[src/rtl/icyc_pkg.sv]
package icyc_pkg;
  typedef enum logic [1:0] {
    PH_Q1 = 2'd0,
    PH_Q2 = 2'd1,
    PH_Q3 = 2'd2,
    PH_Q4 = 2'd3
  } phase_e;
endpackage

[src/rtl/icyc_phase_gen.sv]
module icyc_phase_gen
  import icyc_pkg::*;
(
  input  logic   clk,
  input  logic   rst_n,
  output phase_e phase_o
);
  phase_e phase_q;
  phase_e phase_d;

  always_comb begin
    phase_d = phase_e'(phase_q + 2'd1);
  end

  always_ff @(posedge clk or negedge rst_n) begin
    if (!rst_n) phase_q <= PH_Q1;
    else        phase_q <= phase_d;
  end

  assign phase_o = phase_q;


  phase_step_chk: assert property (@(posedge clk) disable iff (!rst_n)
    (phase_q == PH_Q4) |=> (phase_q == PH_Q1));
endmodule

[src/rtl/icyc_input_sync.sv]
module icyc_input_sync
  import icyc_pkg::*;
(
  input  logic   clk,
  input  logic   rst_n,
  input  phase_e phase_i,
  input  logic   level_i,
  output logic   evt_o
);
  logic samp_q, samp_d;
  logic pend_q, pend_d;
  logic samp_en;
  logic rise;

  always_comb begin
    samp_en = (phase_i == PH_Q2) || (phase_i == PH_Q4);
    rise    = level_i & ~samp_q;
    samp_d  = samp_q;
    pend_d  = pend_q;
    if (samp_en) begin
      samp_d = level_i;
      if (phase_i == PH_Q4) pend_d = rise;
      else                  pend_d = pend_q | rise;
    end
  end

  always_ff @(posedge clk or negedge rst_n) begin
    if (!rst_n) begin
      samp_q <= 1'b0;
      pend_q <= 1'b0;
    end else begin
      samp_q <= samp_d;
      pend_q <= pend_d;
    end
  end

  assign evt_o = (phase_i == PH_Q4) & pend_q;


  samp_hold_chk: assert property (@(posedge clk) disable iff (!rst_n)
    (phase_i == PH_Q1 || phase_i == PH_Q3) |=> $stable(samp_q));


  pend_src_chk: assert property (@(posedge clk) disable iff (!rst_n)
    $rose(pend_q) |-> $rose(samp_q));
endmodule

[src/rtl/icyc_count_core.sv]
module icyc_count_core
  import icyc_pkg::*;
#(
  parameter int WIDTH       = 8,
  parameter int INHIBIT_CYC = 2
) (
  input  logic             clk,
  input  logic             rst_n,
  input  phase_e           phase_i,
  input  logic             inc_req_i,
  input  logic             wr_en_i,
  input  logic [WIDTH-1:0] wr_data_i,
  output logic [WIDTH-1:0] count_o,
  output logic             ovf_o
);
  localparam int INH_W = $clog2(INHIBIT_CYC + 1);
  localparam logic [INH_W-1:0] INH_LOAD = INH_W'(INHIBIT_CYC);

  logic [WIDTH-1:0] count_q, count_d;
  logic [INH_W-1:0] inh_q, inh_d;
  logic             ovf_q, ovf_d;
  logic             is_q4;
  logic             fire;

  always_comb begin
    is_q4   = (phase_i == PH_Q4);
    fire    = inc_req_i & is_q4 & (inh_q == '0);
    count_d = count_q;
    inh_d   = inh_q;
    ovf_d   = 1'b0;
    if (is_q4 && inh_q != '0) inh_d = inh_q - 1'b1;
    if (wr_en_i) begin
      count_d = wr_data_i;
      inh_d   = INH_LOAD;
    end else if (fire) begin
      count_d = count_q + 1'b1;
      ovf_d   = &count_q;
    end
  end

  always_ff @(posedge clk or negedge rst_n) begin
    if (!rst_n) begin
      count_q <= '0;
      inh_q   <= '0;
      ovf_q   <= 1'b0;
    end else begin
      count_q <= count_d;
      inh_q   <= inh_d;
      ovf_q   <= ovf_d;
    end
  end

  assign count_o = count_q;
  assign ovf_o   = ovf_q;


  q4_only_chk: assert property (@(posedge clk) disable iff (!rst_n)
    (!$past(wr_en_i) && $past(phase_i) != PH_Q4) |-> $stable(count_q));


  write_wins_chk: assert property (@(posedge clk) disable iff (!rst_n)
    $past(wr_en_i) |-> (count_q == $past(wr_data_i)));


  inhibit_hold_chk: assert property (@(posedge clk) disable iff (!rst_n)
    (inh_q != '0 && is_q4 && !wr_en_i) |=> $stable(count_q));


  ovf_zero_chk: assert property (@(posedge clk) disable iff (!rst_n)
    ovf_q |-> (count_q == '0));


  ovf_single_chk: assert property (@(posedge clk) disable iff (!rst_n)
    ovf_q |=> !ovf_q);


  step_one_chk: assert property (@(posedge clk) disable iff (!rst_n)
    !$past(wr_en_i) |-> (count_q == $past(count_q) || count_q == $past(count_q) + 1'b1));
endmodule

[src/rtl/icyc_timer.sv]
module icyc_timer
  import icyc_pkg::*;
#(
  parameter int WIDTH       = 8,
  parameter int INHIBIT_CYC = 2
) (
  input  logic             clk,
  input  logic             rst_n,
  input  logic             src_ext_i,
  input  logic             edge_fall_i,
  input  logic             scaled_sel_i,
  input  logic             scaled_tick_i,
  input  logic             ext_pin_i,
  input  logic             wr_en_i,
  input  logic [WIDTH-1:0] wr_data_i,
  output logic [WIDTH-1:0] count_o,
  output logic [1:0]       phase_o,
  output logic             ovf_o
);
  phase_e phase;
  logic   level;
  logic   use_evt;
  logic   evt;
  logic   inc_req;

  always_comb begin
    level   = scaled_sel_i ? scaled_tick_i : (ext_pin_i ^ edge_fall_i);
    use_evt = scaled_sel_i | src_ext_i;
    inc_req = use_evt ? evt : 1'b1;
  end

  icyc_phase_gen u_phase (
    .clk     (clk),
    .rst_n   (rst_n),
    .phase_o (phase)
  );

  icyc_input_sync u_sync (
    .clk     (clk),
    .rst_n   (rst_n),
    .phase_i (phase),
    .level_i (level),
    .evt_o   (evt)
  );

  icyc_count_core #(
    .WIDTH       (WIDTH),
    .INHIBIT_CYC (INHIBIT_CYC)
  ) u_core (
    .clk       (clk),
    .rst_n     (rst_n),
    .phase_i   (phase),
    .inc_req_i (inc_req),
    .wr_en_i   (wr_en_i),
    .wr_data_i (wr_data_i),
    .count_o   (count_o),
    .ovf_o     (ovf_o)
  );

  assign phase_o = phase;
endmodule

[config.mk]
export PLATFORM = sky130hd
export DESIGN_NAME = icyc_timer
export DESIGN_NICKNAME = d
export VERILOG_FILES = /design/src/rtl/icyc_pkg.sv /design/src/rtl/icyc_phase_gen.sv /design/src/rtl/icyc_input_sync.sv /design/src/rtl/icyc_count_core.sv /design/src/rtl/icyc_timer.sv
export SDC_FILE = /design/constraint.sdc
export NUM_CORES = 1
export LEC_CHECK = 0
export CAP_MARGIN = 5
export CORE_MARGIN = 5
export CORE_UTILIZATION = 59
export DETAILED_ROUTE_END_ITERATION = 12
export DONT_BUFFER_PORTS = 1
export HOLD_SLACK_MARGIN = 0.05
export PLACE_DENSITY = 0.85
export SYNTH_ARGS = -nofsm -noshare
export SYNTH_HDL_FRONTEND = slang
export SYNTH_SLANG_ARGS = --single-unit
[constraint.sdc]
create_clock -name clk -period 1.5 [get_ports clk]
set_input_delay 0.3 -clock clk [delete_from_list [all_inputs] [get_ports clk]]
set_output_delay 0.3 -clock clk [all_outputs]
set_load 0.01 [all_outputs]
# Word level (Yosys, flattened, before mapping)

Index checks and enable logic that the tools add are counted.

RAM bits: 0
Output and inout bits: 11
Bits in read-only memories: 0
Flip-flop bits (word level): 15
Memories kept: 0
Latch bits: 0

$add $sub $neg: 3
Reductions and logical operators: 7
Bitwise operators: 8
Divide/modulo/power cells: 0
Equality and inequality tests: 2
$mul: 0
Muxes and demuxes: 9
Shift-type cells: 0
Order comparisons: 0

Operator list:

| kind                                             | count |
|---|---|
| 2-to-1 mux 8 bit                                 | 2 |
| adder 8 x 1 -> 8 bit, second input constant      | 1 |
| AND reduction 8 bit                              | 1 |
| nonzero test 2 bit                               | 3 |
| 2-to-1 mux 1 bit                                 | 5 |
| bitwise AND 1 bit                                | 4 |
| 2-to-1 mux 2 bit                                 | 2 |
| adder 2 x 1 -> 2 bit, second input constant      | 1 |
| == test 2 x 1 -> 1 bit, second input constant    | 1 |
| == test 2 bit, second input constant             | 1 |
| logical NOT 2 bit                                | 1 |
| bitwise OR 1 bit                                 | 2 |
| subtractor 2 x 1 -> 2 bit, second input constant | 1 |
| logical AND 1 bit                                | 1 |
| logical OR 1 bit                                 | 1 |
| NOT 1 bit                                        | 1 |
| XOR 1 bit                                        | 1 |

# Depth between registers and ports, before layout

Gate-level depths: netlist of the first run.

Word-level depth: 7
Depth in mapped cells: 6
Gate-level depth less buffers: 6

# Cells and area by module

A second synthesis of the first run with hierarchy kept.

Cells, all modules: 80
Area, all modules: 782.0 um^2

Modules (own cells, without submodules):

| module          | seq. area each (um^2) | times used | area each (um^2) | cells an instance |
|---|---|---|---|---|
| icyc_count_core | 275.3                 | 1          | 603.1            | 64 |
| icyc_input_sync | 50.0                  | 1          | 91.3             | 8 |
| icyc_phase_gen  | 50.0                  | 1          | 62.6             | 4 |
| icyc_timer      | 0.0                   | 1          | 25.0             | 4 |

# Worst setup path after synthesis of the first run

OpenSTA, ideal clock, no wires.

Path kind: reg2reg
Start point: register u_phase.phase_q[0] (netlist: u_phase.phase_o[0])
End point: register u_core.count_q[7] (netlist: u_core.count_o[7])
Cell stages (with the launch flop): 6
Slack: 0.150 ns
Data arrival time: 1.219 ns
Clock period less this slack: 1.350 ns
Path through: dfrtp_1 > ha_1 > and4_1 > nand4_1 > xor2_1 > o21ai_1

Word-level cells in the longest chain between the ends: 6

Ends and longest elaborated chain:

| what                                | RTL line                                     | text |
|---|---|---|
| start: declaration                  | icyc_phase_gen.sv:8                          | `phase_e phase_q;` |
| start signal: assignment            | icyc_phase_gen.sv:17                         | `else phase_q <= phase_d;` |
| == test 2 bit (*)                   | icyc_input_sync.sv:37, icyc_count_core.sv:26 |  |
| bitwise AND 1 bit                   | icyc_input_sync.sv:37                        | `assign evt_o = (phase_i == PH_Q4) & pend_q;` |
| 2-to-1 mux 1 bit                    | icyc_timer.sv:29                             | `inc_req = use_evt ? evt : 1'b1;` |
| bitwise AND 1 bit (*) (2 in series) | icyc_count_core.sv:27                        | `fire = inc_req_i & is_q4 & (inh_q == '0);` |
| nonzero test 2 bit (no line) (*)    | n/a                                          |  |
| end signal: assignment              | icyc_count_core.sv:47                        | `count_q <= count_d;` |
| end: declaration                    | icyc_count_core.sv:19                        | `logic [WIDTH-1:0] count_q, count_d;` |

Mark *: on every way between the ends. The rest lies on a longest branch, timed or not.
A chain may end at the register's enable or synchronous reset.

# Final worst setup path of the first run

Start point: register u_core.inh_q[0]
End point: register u_core.count_q[7] (netlist: u_core.count_o[7])

Word-level cells in the longest chain between the ends: 3

Ends and longest elaborated chain:

| what                         | RTL line              | text |
|---|---|---|
| start: declaration           | icyc_count_core.sv:20 | `logic [INH_W-1:0] inh_q, inh_d;` |
| start signal: assignment     | icyc_count_core.sv:48 | `inh_q <= inh_d;` |
| logical NOT 2 bit            | icyc_count_core.sv:27 |  |
| bitwise AND 1 bit            | icyc_count_core.sv:27 |  |
| nonzero test 2 bit (no line) | n/a                   |  |

No other way between the ends.

==> results of run 1 <==
==> what timing repair did <==
action / 4_1_cts / 5_1_grt
resized for setup: 0 / 3
endpoints found under the setup margin: 0 / 3
endpoints found under the hold margin: 15 / 0
hold buffers: 1 / 0
==> sequential cells by signal, summed over array words and instances (netlist names) <==
name             count
u_core.count_o       8
u_core.inh_q         2
u_sync.pend_q        1
u_sync.samp_q        1
u_core.ovf_o         1
u_phase.phase_o      2
==> power by group through the flow <==
stage	Sequential [uW]	Combinational, uW	Clock, uW
floorplan	471	69.4	0
global placement	479	69.0	0
detailed placement	481	73.0	0
CTS	473	83.8	230
global route	479	94.5	255
finish	472	82.3	225
==> final timing paths <==
path | startpoint | end | slack, ns | depth (start not counted)
setup reg to reg | u_core.inh_q[0] | u_core.count_o[7] | 0.10 | 6
setup / recovery | u_core.inh_q[0] | u_core.count_o[7] | 0.10 | 6
max in group asynchronous | rst_n | u_sync.samp_q | 0.60 | 1
min in group asynchronous | rst_n | u_core.ovf_o | 0.49 | 1
hold / removal | wr_en_i | u_core.inh_q[0] | 0.08 | 1
hold reg to reg | u_sync.samp_q | u_sync.pend_q | 0.48 | 1
==> cell type report <==
cell class	count	share of cell area, %
Multi-Input combinational cell	56	46.5
Timing Repair Buffer	2	2.03
Clock buffer	3	2.61
Sequential cell	15	43.5
Inverter	6	2.61
Tap cell	15	2.17
Clock inverter	1	0.580
==> metal layers <==
metal,share of wire [%],vias up,GRT usage (%)
li1,-,277,-
met4,0.82,0,7.18
met2,52,20,29.9
met3,8.5,2,4.30
met5,0,-,0
met1,38,266,17.6
==> cell usage in the layout (no fill, tap or decap), types with 2 or more instances in the layout <==
| master | netlist | routed |
|---|---|---|
| ha_1 | 4 | 3 |
| nor2_1 | 5 | 5 |
| xnor2_1 | 6 | 6 |
| inv_1 | 6 | 6 |
| clkbuf_4 | 0 | 3 |
| nand2_1 | 10 | 10 |
| nand3_1 | 2 | 2 |
| dfrtp_1 | 15 | 15 |
| o21ai_1 | 8 | 8 |
| xor2_1 | 3 | 3 |
==> stage by stage <==
step / setup WS (ns) / instance area, um2 / hold slack, ns / instances
after floorplan: 0.150 / 793 / 0.00441 / 79
after global placement: 0.122 / 811 / 0.00479 / 93
after detailed placement: 0.0439 / 811 / 0.00480 / 93
after CTS: 0.0203 / 848 / 0.0737 / 98
after global routing: 0.0133 / 863 / 0.0655 / 98
final: 0.101 / 863 / 0.0781 / 98
==> critical path, delay by kind of cell (launching register included) <==
kind	cells	cell delay, ns
fa+ha+maj	1	0.22
xor+xnor	1	0.16
flops	1	0.37
buf+inv	1	0.08
compound gates	1	0.12
simple gates	2	0.36
==> logic make-up (layout without fill, tap and decap cells) <==
kind of cell	Yosys count	count (layout)	synth area share, %
compound gates	14	14	11.2
xor+xnor	9	9	9.94
fa+ha+maj	4	4	6.31
buf+inv	8	12	3.94
flops	15	15	47.3
mux	1	1	1.26
simple gates	28	28	20.0
==> impl_metrics.tcl, run 1 <==
set metrics [dict create \
    finalCritPeriodShare_pct 93.3 \
    drt_iter0_drc 4 \
    core_area_um2 1280 \
    p_seq_share_pct 60.6 \
    synth_nets 99 \
    vias 565 \
    crit_path_top_delay_cell "dfrtp_1" \
    grt_pass1_vias 588 \
    multi_input_area_um2 402 \
    power.share.clock_pct 28.9 \
    end_kind "flop" \
    power_uw 780 \
    synth_top_cell_by_area "dfrtp_1" \
    tritoncts "done" \
    cp.arrival_ns 1.61 \
    rsz0062_at_grt "false" \
    worst_pin_slew_ns 0.654 \
    drive_gt1_share_pct 16.9 \
    post-synth-top-count-cell "dfrtp_1" \
    cts_buffer_depth 2 \
    dp_hpwl_mm 1.18 \
    synthTopCellsByCount "dfrtp_1, nand2_1, o21ai_1, inv_1, xnor2_1" \
    synth_top_area_share_pct 47.3 \
    cts_max_level 1 \
    p_int_uw 572 \
    io_pins 27 \
    fill_cells 112 \
    ys_seq_elements 15 \
    p_switching_uw 208 \
    critPathLaunchType "flop" \
    routed_via_density 5.77 \
    cts_setup_buffers 0 \
    relSlewSlack_pct 56.2 \
    grt_antenna_before_repair 0 \
    insertion_delay_ns 0.27 \
    critPathMaxFanout 4 \
    port_buffers 0 \
    grt-ovfl-total 0 \
    cp_cell_sequence "inv_1 -> ha_1 -> and4_4 -> nand4_1 -> xor2_1 -> o21ai_1" \
    ir_worst_vdd_v 0.000614 \
    path_class "reg2reg" \
    status "finished clean" \
    min_period_ns 1.40 \
    crit_path_max_incr_delay_ns 0.37 \
    hp-class "in2reg" \
    fp.dieH_um 46.7 \
    p_comb_share_pct 10.5 \
    grt_first_pass_wirelength_mm 2.54 \
    grtUsageTotal_pct 16.5 \
    regArea_um2 375 \
    ys_warn_count 0 \
    utilization_pct 67.2 \
    synth-seq-area-share_pct 47.3 \
    syn_inst 79 \
    hold_viol 0 \
    dr.pass1.iters 4 \
    rows 13 \
    cts_sinks 15 \
    synth_area_um2 793 \
    antenna_left 0 \
    p_per_area_nw_per_um2 903 \
    cts_made_buffers 3 \
    syn_area_per_cell_um2 10.0 \
    diodes 0 \
    start_util_pct 61.7 \
    max_freq_ghz 0.715 \
    dieWidth_um 46.7 \
    netlist_top_cells_area "dfrtp_1, xnor2_1, ha_1" \
    p_sw_share_pct 26.6 \
    max_cap_violations 0 \
    dieArea_um2 2180 \
    finalWirelength_mm 1.47 \
    async_reset_ff_share_pct 100 \
    skew_ns 0.00274 \
    synth_edf_count 0 \
    synth_flop_cell "dfrtp_1" \
    nNetsFinal 104 \
    synth_cell_types 28 \
    globalplace.congestion 0.774 \
    drcViolationCount 0 \
    clk_pin_slew_worst_paths_ns 0.09 \
    slew_violations 0 \
    cp.required_ns 1.71 \
    root_buffer "clkbuf_4" \
    setup_viol 0 \
    routedWlPerCell_um 15.0 \
    area_growth_pct 8.83 \
    tns_ns 0 \
    grt_max_degree 20 \
    cellLeakagePower_uw 0.000366 \
]
Note: power is estimated with default switching activity, not from simulation.
==> run 2: changes to the inputs <==
ABC_AREA = 1   (was unset)
CORE_UTILIZATION = 60   (was 59)
PLACE_DENSITY = 0.86   (was 0.85)
==> impl_metrics.tcl, run 2 <==
set metrics [dict create \
    status "finished clean" \
    final_common_cell "nand2_1" \
    critPathLaunchType "flop" \
    synth_cell_types 24 \
    cts_made_buffers 3 \
    cellLeakagePower_uw 0.000474 \
    finalCritPeriodShare_pct 90.7 \
    routed_via_density 5.54 \
    power.share.clock_pct 26.7 \
    utilization_pct 66.1 \
    ys_seq_elements 15 \
    core_area_um2 1470 \
    skew_ns 0.0103 \
    p_sw_share_pct 31.7 \
    min_period_ns 1.36 \
    largest_reg_flops 8 \
    grt_antenna_before_repair 0 \
    fill_cells 125 \
    rsz0062_at_grt "false" \
    rows 14 \
    cts_sinks 15 \
    cts_setup_buffers 0 \
    cts_max_level 1 \
    cp.arrival_ns 1.53 \
    synth_area_um2 910 \
    synth_top_area_share_pct 41.3 \
    fp.dieH_um 48.9 \
    grt_max_degree 18 \
    grt_pass1_vias 779 \
    post-synth-top-count-cell "nand2_1" \
    drive_gt1_share_pct 16.7 \
    vias 753 \
    start_util_pct 61.8 \
    p_int_uw 607 \
    end_kind "flop" \
    cp_cell_sequence "ha_1 -> inv_1 -> or2_2 -> o21ai_0 -> a21oi_1" \
    syn_area_per_cell_um2 7.91 \
    synth_edf_count 0 \
    synth_flop_cell "dfrtp_1" \
    drcViolationCount 0 \
    crit_path_max_incr_delay_ns 0.43 \
    clk_pin_slew_worst_paths_ns 0.10 \
    setup_ws_ns 0.139 \
    antenna_left 0 \
    cts_resized 0 \
    drt_iter0_drc 10 \
    globalplace.congestion 0.817 \
    layout_common_cells "nand2_1, nand3_1, dfrtp_1" \
    relSlewSlack_pct 55.8 \
    routedWlPerCell_um 13.0 \
    p_switching_uw 282 \
    dr.pass1.iters 4 \
    slew_violations 0 \
    grtUsageTotal_pct 16.7 \
    dp_hpwl_mm 1.39 \
    dieArea_um2 2390 \
    diodes 0 \
    root_buffer "clkbuf_4" \
    cp.required_ns 1.67 \
    synth-seq-area-share_pct 41.3 \
    p_comb_share_pct 17.8 \
    synth_nets 135 \
    dieWidth_um 48.9 \
    critPathMaxFanout 4 \
    max_freq_ghz 0.735 \
    tns_ns 0 \
    crit_path_top_delay_cell "dfrtp_1" \
    hp-class "in2reg" \
    io_pins 27 \
    ys_warn_count 0 \
    worst_pin_slew_ns 0.661 \
    synthTopCellsByCount "nand2_1, dfrtp_1, nand3_1, inv_1, nor2_1" \
    dp_slack_ns 0.169 \
    cts_hold_buffers 1 \
    max_cap_violations 0 \
    async_reset_ff_share_pct 100 \
    nNetsFinal 141 \
    hold_viol 0 \
    ir_worst_vdd_v 0.000652 \
    cts_buffer_depth 2 \
    setup_viol 0 \
    synth_top_cell_by_area "dfrtp_1" \
    p_per_area_nw_per_um2 914 \
    port_buffers 0 \
    grt-ovfl-total 0 \
    tritoncts "done" \
    placed_area_um2 935 \
    insertion_delay_ns 0.29 \
    p_seq_share_pct 55.4 \
    netlist_top_cells_area "dfrtp_1, nand2_1, nand3_1" \
    timing.reg2reg.setup_slack_ns 0.14 \
    grt_first_pass_wirelength_mm 3.19 \
    finalWirelength_mm 1.76 \
    syn_inst 115 \
    area_growth_pct 6.88 \
    path_class "reg2reg" \
    final_area_um2 972 \
]
[run 2: cell types whose count changed after synthesis, moves of 5 or more]
cell / delta
or2_2: +5
nand2_1: +14
nand3_1: +13
o21ai_1: -8
xnor2_1: -5
o21ai_0: +6
inv_1: +8
[run 2: power groups by stage]
stage	clock (uW)	combinational (uW)	sequential (uW)
2_1_floorplan	0	122	495
3_3_place_gp	0	145	500
3_5_place_dp	0	150	502
4_1_cts	240	161	493
5_1_grt	270	186	500
6_report	237	158	493
[run 2: cells by family (layout without fill, tap and decap cells)]
group           Yosys count  in the layout  share of synthesized area (%)
flops                    15             15                           41.3
xor+xnor                  1              1                          0.963
fa+ha+maj                 4              4                           5.50
compound gates           15             15                           10.9
buf+inv                  17             22                           7.29
simple gates             63             63                           34.1
[run 2: path summary, 6_finish.rpt]
check,cells after the start,endpoint,startpoint
setup / recovery,5,u_core.inh_q[0],u_phase.phase_o[1]
hold / removal,2,u_core.inh_q[1],wr_en_i
setup reg to reg,5,u_core.inh_q[0],u_phase.phase_o[1]
hold reg to reg,1,u_sync.pend_q,u_sync.samp_q
max in group asynchronous,1,u_core.inh_q[1],rst_n
min in group asynchronous,1,u_core.count_o[6],rst_n
[run 2: per-stage QoR]
stage / instances / total power (uW) / hold WS [ns]
floorplan: 115 / 616 / 0.00441
global placement: 131 / 645 / 0.00476
detailed placement: 131 / 652 / 0.00478
CTS: 136 / 895 / 0.134
global route: 136 / 956 / 0.138
finish: 136 / 889 / 0.134
[run 2: layer usage]
layer | global-route usage, % | share of wire (%) | vias up
met4 | 8.07 | 2.2 | 0
met5 | 0 | 0 | -
met3 | 3.67 | 3.9 | 5
met1 | 18.2 | 39 | 352
met2 | 29.8 | 55 | 13
li1 | - | - | 383
[run 2: layout make-up]
cell class | instances | area [um2] | share of cell area (%)
Multi-Input combinational cell | 83 | 468 | 48.1
Sequential cell | 15 | 375 | 38.6
Inverter | 15 | 56.3 | 5.79
Timing Repair Buffer | 3 | 25.0 | 2.57
Clock buffer | 3 | 22.5 | 2.32
Tap cell | 16 | 20.0 | 2.06
Clock inverter | 1 | 5.00 | 0.515
[run 2: worst max-delay path, delay by kind of cell (launching register included)]
kind,cells,cell delay [ns]
AO/OA/AOI/OAI,2,0.24
adder cells (fa/ha/maj),1,0.21
buffers and inverters,1,0.06
flip-flops,1,0.43
AND/OR/NAND/NOR,1,0.30
==> run 3: changes to the inputs <==
CTS_BUF_LIST = sky130_fd_sc_hd__clkbuf_16   (was unset)
SLEW_MARGIN = 20   (was unset)
==> impl_metrics.tcl, run 3 (synthesis results as in run 2) <==
set metrics [dict create \
    antenna_left 0 \
    port_buffers 0 \
    critPathLaunch "u_phase.phase_o[1]" \
    rr_startpoint "u_phase.phase_o[1]" \
    drt_iter0_drc 14 \
    fp.dieH_um 48.9 \
    dr.pass1.iters 4 \
    dieArea_um2 2390 \
    rows 14 \
    cellLeakagePower_uw 0.000497 \
    max_freq_ghz 0.750 \
    grt_antenna_before_repair 0 \
    root_buffer "clkbuf_16" \
    critPathLaunchType "flop" \
    relSlewSlack_pct 55.6 \
    multi_input_area_um2 468 \
    grt_max_degree 18 \
    cp.arrival_ns 1.46 \
    vias 774 \
    regArea_um2 375 \
    status "finished clean" \
    routed_via_density 5.69 \
    fill_cells 114 \
    layout_common_cells "nand2_1, nand3_1, dfrtp_1" \
    skew_ns 0.00499 \
    slew_violations 0 \
    finalWirelength_mm 1.90 \
    cts_sinks 15 \
    rsz0062_at_grt "false" \
    finalCritPeriodShare_pct 88.9 \
    grt_first_pass_wirelength_mm 3.37 \
    clk_pin_slew_worst_paths_ns 0.05 \
    hp-class "in2reg" \
    setup_viol 0 \
    final_area_um2 1020 \
    ir_worst_vdd_v 0.000800 \
    grt-ovfl-total 0 \
    placed_area_um2 935 \
    globalplace.congestion 0.817 \
    cts_made_buffers 3 \
    largest_reg_flops 8 \
    cts_setup_buffers 0 \
    routedWlPerCell_um 13.9 \
    min_from "wr_en_i" \
    nNetsFinal 141 \
    min_period_ns 1.33 \
    io_pins 27 \
    utilization_pct 69.6 \
    drive_gt1_share_pct 16.7 \
    final_common_cell "nand2_1" \
    critPathMaxFanout 4 \
    p_per_area_nw_per_um2 1150 \
    worst_pin_slew_ns 0.663 \
    diodes 0 \
    cp.required_ns 1.63 \
    max_cap_violations 0 \
    tns_ns 0 \
    cts_max_level 1 \
    path_class "reg2reg" \
    insertion_delay_ns 0.25 \
    dp_hpwl_mm 1.39 \
    start_util_pct 61.8 \
    hold_viol 0 \
    cts_buffer_depth 2 \
    dieWidth_um 48.9 \
    area_growth_pct 12.7 \
    tritoncts "done" \
    end_kind "flop" \
    core_area_um2 1470 \
    grtUsageTotal_pct 17.9 \
    drcViolationCount 0 \
    grt_pass1_vias 787 \
]
==> run 3: cell types whose count changed in the layout (fill, tap and decap cells not counted) <==
cell and delta:
clkbuf_16 +3, clkbuf_4 -3
==> run 3: cell type report <==
type	count	area share, %
inverters	15	5.49
clock buffers	3	7.33
clock inverters	1	0.488
repair buffers	3	2.44
multi-input cells	83	45.7
well taps	16	1.95
flip-flops and latches	15	36.6
==> run 3: path summary, 6_finish.rpt <==
path | end | slack [ns] | cells past startpoint
max | u_core.inh_q[0] | 0.17 | 5
min | u_core.inh_q[1] | 0.18 | 2
max reg2reg | u_core.inh_q[0] | 0.17 | 5
min reg2reg | u_sync.pend_q | 0.46 | 1
max in group asynchronous | u_core.inh_q[1] | 0.55 | 1
min in group asynchronous | u_core.count_o[6] | 0.53 | 1
==> run 3: worst max-delay path, stage by stage, from the launching register on <==
cell and delay, ns:
dfrtp_1 0.41, ha_1 0.21, inv_1 0.06, or2_2 0.30, o21ai_0 0.17, a21oi_1 0.06
==> run 3: where the power goes <==
group          leakage, uW  switching, uW  internal (uW)
clock network    0.0000409            168            356
registers         0.000182           53.4            442
logic             0.000275           94.6           67.6
total             0.000497            316            865
==> run 3: what timing repair did <==
item                                   in CTS  in global routing
hold buffers                                1                  0
endpoints found under the hold margin      15                  0
resized for setup                           0                  0
==> run 3: through the flow <==
stage                     setup WS, ns  cells  total power (uW)  hold WS (ns)
after detailed placement         0.169    131               652       0.00478
after global placement           0.203    131               645       0.00476
after global routing            0.0645    136              1250         0.192
final                            0.166    136              1180         0.178
after floorplan                  0.245    115               616       0.00441
after CTS                        0.153    136              1190         0.179
==> run 3: metal layers <==
metal	wire length, um	track usage (%)
met5	0	0
met4	48	10.3
met3	112	4.89
met2	1020	30.2
met1	710	20.0
